==> src/rtl/interval_timer_bank.sv <==
module interval_timer_bank #(
  parameter int NCH = 6,
  parameter int DW  = 32,
  parameter int AW  = 10
) (
  input  logic          clk,
  input  logic          rst_n,
  input  logic          bus_sel,
  input  logic          bus_we,
  input  logic [AW-1:0] bus_addr,
  input  logic [DW-1:0] bus_wdata,
  output logic [DW-1:0] bus_rdata,
  input  logic [3:0]    src_tick,
  output logic [NCH-1:0] irq
);
  localparam int CIW = (NCH > 1) ? $clog2(NCH) : 1;
  localparam logic [AW-1:0] A_IEN = AW'(12'h000);
  localparam logic [AW-1:0] A_IST = AW'(12'h004);
  localparam logic [AW-1:0] A_WDC = AW'(12'h090);
  localparam logic [AW-1:0] A_WDM = AW'(12'h094);

  logic [NCH-1:0]          ien, ist, expire, chw, step;
  logic [NCH-1:0][7:0]     ctl;
  logic [NCH-1:0][DW-1:0]  intv, cnt;
  logic [NCH-1:0][6:0]     pre;
  logic [DW-1:0]           wdc, wdm;

  wire         wr    = bus_sel & bus_we;
  wire [3:0]   hi    = bus_addr[7:4];
  wire [3:0]   lo    = bus_addr[3:0];
  wire         in_ch = (bus_addr[AW-1:8] == '0) && (hi != 4'd0) && (int'(hi) <= NCH);
  wire [3:0]   ch    = hi - 4'd1;
  wire [CIW-1:0] chi = ch[CIW-1:0];

  for (genvar i = 0; i < NCH; i++) begin : g_ch
    wire hit   = wr && in_ch && (ch == 4'(i));
    wire w_ctl = hit && (lo == 4'h0);
    wire w_int = hit && (lo == 4'h4);
    wire w_cnt = hit && (lo == 4'h8);
    wire tk    = src_tick[ctl[i][3:2]];
    wire [6:0] msk = 7'((8'd1 << ctl[i][6:4]) - 8'd1);
    wire run   = ctl[i][0] && tk && !chw[i];

    assign chw[i]    = w_ctl | w_int | w_cnt;
    assign step[i]   = run && ((pre[i] & msk) == msk);
    assign expire[i] = step[i] && (cnt[i] <= DW'(1));

    always_ff @(posedge clk) begin
      if (!rst_n) begin
        ctl[i]  <= '0;
        intv[i] <= '0;
        cnt[i]  <= '0;
        pre[i]  <= '0;
      end else if (w_ctl) begin
        ctl[i] <= {bus_wdata[7:2], 1'b0, bus_wdata[0]};
        pre[i] <= '0;
        if (bus_wdata[1]) cnt[i] <= intv[i];
      end else if (w_int) begin
        intv[i] <= bus_wdata;
        cnt[i]  <= bus_wdata;
      end else if (w_cnt) begin
        cnt[i] <= bus_wdata;
      end else if (run) begin
        pre[i] <= step[i] ? 7'd0 : pre[i] + 7'd1;
        if (expire[i]) begin
          if (ctl[i][7]) begin
            cnt[i]    <= '0;
            ctl[i][0] <= 1'b0;
          end else begin
            cnt[i] <= intv[i];
          end
        end else if (step[i]) begin
          cnt[i] <= cnt[i] - DW'(1);
        end
      end
    end
  end

  always_ff @(posedge clk) begin
    if (!rst_n) begin
      ien <= '0;
      ist <= '0;
      wdc <= '0;
      wdm <= '0;
    end else begin
      if (wr && bus_addr == A_IEN) ien <= bus_wdata[NCH-1:0];
      if (wr && bus_addr == A_IST) ist <= (ist & ~bus_wdata[NCH-1:0]) | expire;
      else                         ist <= ist | expire;
      if (wr && bus_addr == A_WDC) wdc <= bus_wdata;
      if (wr && bus_addr == A_WDM) wdm <= bus_wdata;
    end
  end

  assign irq = ist & ien;

  always_comb begin
    bus_rdata = '0;
    if (bus_addr == A_IEN)      bus_rdata = DW'(ien);
    else if (bus_addr == A_IST) bus_rdata = DW'(ist);
    else if (bus_addr == A_WDC) bus_rdata = wdc;
    else if (bus_addr == A_WDM) bus_rdata = wdm;
    else if (in_ch) begin
      case (lo)
        4'h0:    bus_rdata = DW'(ctl[chi]);
        4'h4:    bus_rdata = intv[chi];
        4'h8:    bus_rdata = cnt[chi];
        default: bus_rdata = '0;
      endcase
    end
  end
endmodule

==> config.mk <==
export PLATFORM = sky130hd
export DESIGN_NAME = interval_timer_bank
export DESIGN_NICKNAME = d
export VERILOG_FILES = /design/src/rtl/interval_timer_bank.sv
export SDC_FILE = /design/constraint.sdc
export NUM_CORES = 2
export LEC_CHECK = 0
export BUFFER_PORTS_ARGS = -buffer_cell sky130_fd_sc_hd__buf_2
export CORE_ASPECT_RATIO = 0.8
export CORE_MARGIN = 2
export CORE_UTILIZATION = 40
export DETAILED_ROUTE_END_ITERATION = 10
export PLACE_DENSITY = 0.6
export SLEW_MARGIN = 25
export SYNTH_ARGS = -nofsm -noshare
export SYNTH_HDL_FRONTEND = slang
export SYNTH_SLANG_ARGS = --single-unit
==> constraint.sdc <==
create_clock -name clk -period 7.4 [get_ports clk]
set_clock_uncertainty 0.05 [all_clocks]
set_input_delay 1.48 -clock clk [delete_from_list [all_inputs] [get_ports clk]]
set_output_delay 1.48 -clock clk [all_outputs]
set_load 0.1 [all_outputs]
Word-level counts from Yosys, hierarchy flattened
Index checks and enable logic that the tools add are counted. W data, S select, Z words.

Eq/ne operators: 34. Mux-type cells: 115. Shift-type cells: 6. Divide/modulo/power cells: 0. Magnitude comparators: 14. Bitwise logic cells: 43. Reduce and logical (&&, ||, !) cells: 126. Multiply operators: 0. Add/subtract/negate cells: 19.

Operator list (count): $mux W32 (55); $bmux W32 S3 (2); $le A32 B1 Y1 const B (6); $sub A32 B1 Y32 const B (6); $pmux W32 S3 (1); $logic_and A1 B1 Y1 (55); $add A7 B1 Y7 const B (6); $and A7 B7 Y7 (6); $eq A7 B7 Y1 (6); $mux W1 (42); $mux W7 (6); $shl A1 B3 Y7 const A (6); $sub A7 B1 Y7 const B (6); $ne A2 B2 Y1 const B (18); $reduce_and A3 Y1 (12); $reduce_bool A2 Y1 (18); $reduce_and A5 Y1 (6); $reduce_bool A5 Y1 (6); $reduce_bool A4 Y1 (7); $bmux W8 S3 (1); $eq A10 B8 Y1 const B (2); $not A1 Y1 (19); $lt A2 B3 Y1 const B (6); $and A6 B6 Y6 (2); 21 further kinds (57).

Memory bits (read-only): 0. Bits in latches: 0. Output and inout bits: 38. Bits in writable memories: 0. Memories kept: 0. Logic and storage cells: 391. Register bits: 544.

Logic depth before layout (Yosys ltp)
Depth after elaboration: 17. Gate-level depth with buffers: 18. Mapped depth without buffers: 9.

Worst setup path before layout
OpenSTA, ideal clock, no wires.

Kind: input port to output port. Start: input bus_addr[4]. End: output bus_rdata[11]. Data arrival time: 7.125 ns. Slack: -1.255 ns. Path buffers: 8. Stages: 12. Cells stage by stage: clkbuf_1 > clkbuf_1 > clkbuf_1 > buf_1 > inv_1 > ha_1 > clkbuf_1 > clkbuf_1 > clkbuf_1 > clkbuf_1 > a32oi_1 > o21ai_0.

Longest elaborated chain between the ends: 9.

Ends and longest elaborated chain: start: declaration (line 10) `input logic [AW-1:0] bus_addr,`; $sub A4 B1 Y4 (line 32) `wire [3:0] ch = hi - 4'd1;`; $bmux W32 S3, on equally long branches (line 106, 105); $mux W32, on equally long branches (line 106, 105); $pmux W32 S3 (line 103) `case (lo)`; $mux W32 (line 102) `else if (in_ch) begin`; $mux W32 (line 101) `else if (bus_addr == A_WDM) bus_rdata = wdm;`; $mux W32 (line 100) `else if (bus_addr == A_WDC) bus_rdata = wdc;`; $mux W32 (line 99) `else if (bus_addr == A_IST) bus_rdata = DW'(ist);`; $mux W32 (*) (line 98) `if (bus_addr == A_IEN) bus_rdata = DW'(ien);`; end: declaration (line 12) `output logic [DW-1:0] bus_rdata,`.

Every way passes the cells marked *; elsewhere a longest branch is shown, timed or not. The select of a mux whose other input is x is not followed.

Worst setup path in the final report
Start: input bus_addr[4]. End: output bus_rdata[29].

The elaborated chain is that of the path after synthesis.

==> metrics.txt <==
# TYPE chip_impl_metric gauge
chip_impl_info{name="outcome",value="completed"} 1
chip_impl_info{name="grt_setup_unrepaired",value="no"} 1
chip_impl_info{name="min-delay-start",value="wdm[20]"} 1
chip_impl_metric{name="tns",unit="ps"} 0
chip_impl_metric{name="final-hold-violation-count",unit=""} 0
chip_impl_metric{name="finalCriticalPeriod",unit="ps"} 6200
chip_impl_info{name="min_path_type",value="reg -> reg"} 1
chip_impl_metric{name="place.detailed.instances",unit=""} 5349
chip_impl_metric{name="cts_hold_buf",unit=""} 0
chip_impl_metric{name="cts_buffers",unit=""} 59
chip_impl_metric{name="p_sw",unit="mW"} 1.72
chip_impl_metric{name="maximum_number_of_pins_on_one_net_before_global_route_repair",unit=""} 161
chip_impl_metric{name="detail_route.drc_violations",unit=""} 0
chip_impl_info{name="tritoncts_clock_tree",value="yes"} 1
chip_impl_metric{name="post-synth-top-area-fraction",unit="%"} 32.3
chip_impl_metric{name="clockBufferDepth",unit=""} 3
chip_impl_metric{name="power_frac_clock",unit="%"} 48.2
chip_impl_metric{name="rows",unit=""} 95
chip_impl_metric{name="syn_avg_cell_area",unit="um2"} 7.58
chip_impl_metric{name="postRouteAntennaNets",unit=""} 0
chip_impl_metric{name="first_pass_grt_wire_length",unit="mm"} 226
chip_impl_metric{name="timing.slew.headroom",unit="%"} 21.5
chip_impl_metric{name="final_cells",unit=""} 5463
chip_impl_metric{name="die-area",unit="mm2"} 0.0865
chip_impl_metric{name="post_cts_buffers",unit=""} 0
chip_impl_metric{name="fp.dieW",unit="um"} 328
chip_impl_metric{name="avgViaCountPerCell",unit=""} 6.63
chip_impl_metric{name="wl_per_cell",unit="um"} 28.4
chip_impl_info{name="most-common-layout-cells",value="821 x sky130_fd_sc_hd__nand2_1, 544 x sky130_fd_sc_hd__dfxtp_1, 454 x sky130_fd_sc_hd__a21oi_1"} 1
chip_impl_info{name="gr-max-usage-layer",value="met1"} 1
chip_impl_metric{name="grtUsageTotal",unit="%"} 34.5
chip_impl_metric{name="grt_antenna_before_repair",unit=""} 1
chip_impl_metric{name="switching_share",unit="%"} 26.3
chip_impl_metric{name="power_frac_comb",unit="%"} 6.9
chip_impl_info{name="worst_r2r_startpoint",value="cnt[75]"} 1
chip_impl_metric{name="chipHeight",unit="um"} 264
chip_impl_info{name="worstSetupPathType",value="in -> out"} 1
chip_impl_metric{name="port_buffers",unit=""} 87
chip_impl_metric{name="layout.nets",unit=""} 4370
chip_impl_metric{name="first_global_vias",unit=""} 31900
chip_impl_metric{name="regToRegSetupSlack",unit="ps"} 3110
chip_impl_metric{name="reg2regPathDepth",unit=""} 9
chip_impl_info{name="netlist_top_cells_area",value="sky130_fd_sc_hd__dfxtp_1 32%, sky130_fd_sc_hd__nand2_1 9.2%, sky130_fd_sc_hd__a21oi_1 6.8%, sky130_fd_sc_hd__mux2i_1 6.5%, sky130_fd_sc_hd__clkbuf_1 4.0%"} 1
chip_impl_metric{name="coreArea",unit="mm2"} 0.0837
chip_impl_metric{name="gpl.final_weighted_congestion",unit=""} 1.02
chip_impl_metric{name="report.final.setup_viol",unit=""} 0
chip_impl_metric{name="cts_resized",unit=""} 0
chip_impl_info{name="timing.hold.worst_endpoint",value="wdm[20]"} 1
chip_impl_metric{name="worst_hold_path.num_cells",unit=""} 2
chip_impl_metric{name="post_synth_instance_area",unit="mm2"} 0.0337
chip_impl_metric{name="met1_usage",unit="%"} 51.5
chip_impl_metric{name="number_of_synthesized_register_bits",unit=""} 544
chip_impl_metric{name="pwr-share-seq",unit="%"} 44.9
chip_impl_metric{name="total_power",unit="mW"} 6.52
chip_impl_metric{name="leakage",unit="nW"} 13.5
chip_impl_info{name="setup.worst_path.start_class",value="primary input"} 1
chip_impl_metric{name="dr.first_iter.drc_count",unit=""} 5316
chip_impl_metric{name="achievable-frequency",unit="MHz"} 161
chip_impl_metric{name="use_met3",unit="%"} 9.65
chip_impl_info{name="timing.critical_path.to_type",value="primary output"} 1
chip_impl_metric{name="ys_async_rst_share",unit="%"} 0
chip_impl_metric{name="synthesis.instances",unit=""} 4443
chip_impl_metric{name="via_count",unit=""} 36200
chip_impl_info{name="worstReg2RegEnd",value="cnt[88]"} 1
chip_impl_metric{name="post-route-period-util",unit="%"} 83.8
chip_impl_metric{name="crit_path_max_fanout",unit=""} 62
chip_impl_metric{name="synth.net_count",unit=""} 4516
chip_impl_metric{name="drv_slew",unit=""} 0
chip_impl_metric{name="yosysUniqueCellTypes",unit=""} 81
chip_impl_metric{name="ir_worst_vdd",unit="V"} 0.000185
chip_impl_info{name="ys.flop_type",value="sky130_fd_sc_hd__dfxtp_1"} 1
chip_impl_metric{name="required_time_at_the_worst_slack_endpoint",unit="ps"} 5870
chip_impl_info{name="layout.cells.most_common",value="sky130_fd_sc_hd__nand2_1"} 1
chip_impl_metric{name="path_clk_slew",unit="ps"} 60
chip_impl_metric{name="internal_power",unit="mW"} 4.81
chip_impl_info{name="post-synth-top-area-cell",value="sky130_fd_sc_hd__dfxtp_1"} 1
chip_impl_metric{name="detailedRoute.firstPassIterationCount",unit=""} 7
chip_impl_metric{name="dp_hpwl",unit="mm"} 109
chip_impl_metric{name="clock-sinks",unit=""} 544
chip_impl_metric{name="max_slew.worst_pin.slew",unit="ps"} 1170
chip_impl_metric{name="drive_above_1_share",unit="%"} 9.85
chip_impl_metric{name="worstPathArrival",unit="ps"} 4670
chip_impl_metric{name="seq_area",unit="mm2"} 0.0109
chip_impl_metric{name="whs",unit="ps"} 400
chip_impl_metric{name="count_of_flip_flops_with_a_built_in_enable_after_synthesis",unit=""} 0
chip_impl_metric{name="start_util",unit="%"} 40.2
chip_impl_metric{name="area_of_the_multi_input_gates",unit="mm2"} 0.0214
chip_impl_metric{name="synthesis.yosys.warnings",unit=""} 0
chip_impl_info{name="clockRootBuffer",value="sky130_fd_sc_hd__clkbuf_16"} 1
chip_impl_metric{name="flow.area_growth_from_synthesis",unit="%"} 10.3
chip_impl_metric{name="synth_sequential_area_ratio",unit="%"} 32.3
chip_impl_metric{name="num_ports",unit=""} 88
chip_impl_metric{name="grt_overflow",unit=""} 0
chip_impl_metric{name="layout.filler_cells",unit=""} 8533
chip_impl_metric{name="clock_h_tree_levels",unit=""} 2
chip_impl_metric{name="grt.met2_usage",unit="%"} 45.3
chip_impl_metric{name="max-cap-violations",unit=""} 0
chip_impl_metric{name="detail_route.wirelength",unit="mm"} 155
chip_impl_metric{name="insertion_delay_of_the_later_clocked_pin_in_the_worst_skew_pair",unit="ps"} 680
chip_impl_metric{name="power_density",unit="mW/mm2"} 176
[worst max-delay path, stage by stage]
cell and delay [ps]:
sky130_fd_sc_hd__buf_8 190, sky130_fd_sc_hd__buf_4 810, sky130_fd_sc_hd__buf_4 650, sky130_fd_sc_hd__mux2i_1 170
sky130_fd_sc_hd__o221ai_1 330, sky130_fd_sc_hd__a32oi_1 280, sky130_fd_sc_hd__o21ai_2 210, sky130_fd_sc_hd__buf_2 450
[registers in the layout (all words and copies together) (netlist names)]
register,flops
wdm,32
pre,42
ist,6
cnt,192
wdc,32
ctl,42
ien,6
intv,192
[kinds of logic (layout without fill, tap and decap cells)]
kind of cell               after synthesis  after routing  share of synthesized area [%]
AOI/OAI and AO/OA                     1343           1343                           25.8
xor gates and xnor gates               195            195                           5.07
adders and majority gates               23             23                          0.855
buffers and inverters                  442            344                           4.98
DFF                                    544            544                           32.3
muxes                                  249            249                           8.32
other                                    0              3                              0
and+or+nand+nor                       1647           1647                           22.6
[power groups by stage]
stage	clock, mW	sequential, mW	combinational (mW)
after global routing	3.27	2.93	0.459
final	3.14	2.93	0.451
after global placement	0	3.00	0.435
after CTS	3.15	2.93	0.436
after detailed placement	0	3.00	0.435
after floorplan	0	2.99	0.248
[layer usage]
metal	vias up	share of wire (%)
li1	16000	-
met1	17200	43
met2	2546	38
met3	395	14
met4	0	4.9
met5	-	0
[area by class of cell]
type | count | area share, %
Multi-Input combinational cell | 3457 | 57.6
Antenna cell | 3 | 0.0202
Tap cell | 1115 | 3.75
Clock inverter | 19 | 0.579
Inverter | 43 | 0.455
Sequential cell | 544 | 29.3
Clock buffer | 90 | 4.75
Timing Repair Buffer | 192 | 3.51
[synth_stat cells (38+ instances only)]
library cell               instances
sky130_fd_sc_hd__clkbuf_1        359
sky130_fd_sc_hd__a22oi_1          80
sky130_fd_sc_hd__dfxtp_1         544
sky130_fd_sc_hd__a31oi_1          73
sky130_fd_sc_hd__a21oi_1         455
sky130_fd_sc_hd__xnor2_1         107
sky130_fd_sc_hd__mux2i_1         218
sky130_fd_sc_hd__nand4_1          38
sky130_fd_sc_hd__nand3_1          86
sky130_fd_sc_hd__nor2_1          236
sky130_fd_sc_hd__nor3_1           84
sky130_fd_sc_hd__xor2_1           88
sky130_fd_sc_hd__nand2_1         824
sky130_fd_sc_hd__a221oi_1         50
sky130_fd_sc_hd__inv_1            41
sky130_fd_sc_hd__and3_1           70
sky130_fd_sc_hd__nor4_1           79
sky130_fd_sc_hd__o21ai_0         224
sky130_fd_sc_hd__o211ai_1         52
sky130_fd_sc_hd__a32oi_1          39
sky130_fd_sc_hd__o22ai_1          48
sky130_fd_sc_hd__or3_1            53
sky130_fd_sc_hd__o221ai_1         95
[stage by stage]
| step | setup slack (ps) | cell area (um2) | utilization [%] |
|---|---|---|---|
| after floorplan | 108 | 33800 | - |
| after global placement | 1380 | 35100 | 42.0 |
| after detailed placement | 1330 | 35100 | 42.0 |
| after CTS | 1320 | 37100 | 44.3 |
| after global routing | 1160 | 37100 | 44.4 |
| final | 1200 | 37200 | 44.4 |
[worst max-delay path by stage]
stage	startpoint	endpoint	slack, ps	cells after the start
2_1_floorplan	bus_addr[4]	bus_rdata[1]	110	12
3_3_place_gp	bus_addr[4]	bus_rdata[29]	1380	8
3_5_place_dp	bus_addr[4]	bus_rdata[29]	1330	8
4_1_cts	bus_addr[4]	bus_rdata[29]	1320	8
5_1_grt	bus_addr[4]	bus_rdata[29]	1160	8
6_report	bus_addr[4]	bus_rdata[29]	1200	8
(Power assumes the default switching activity.)
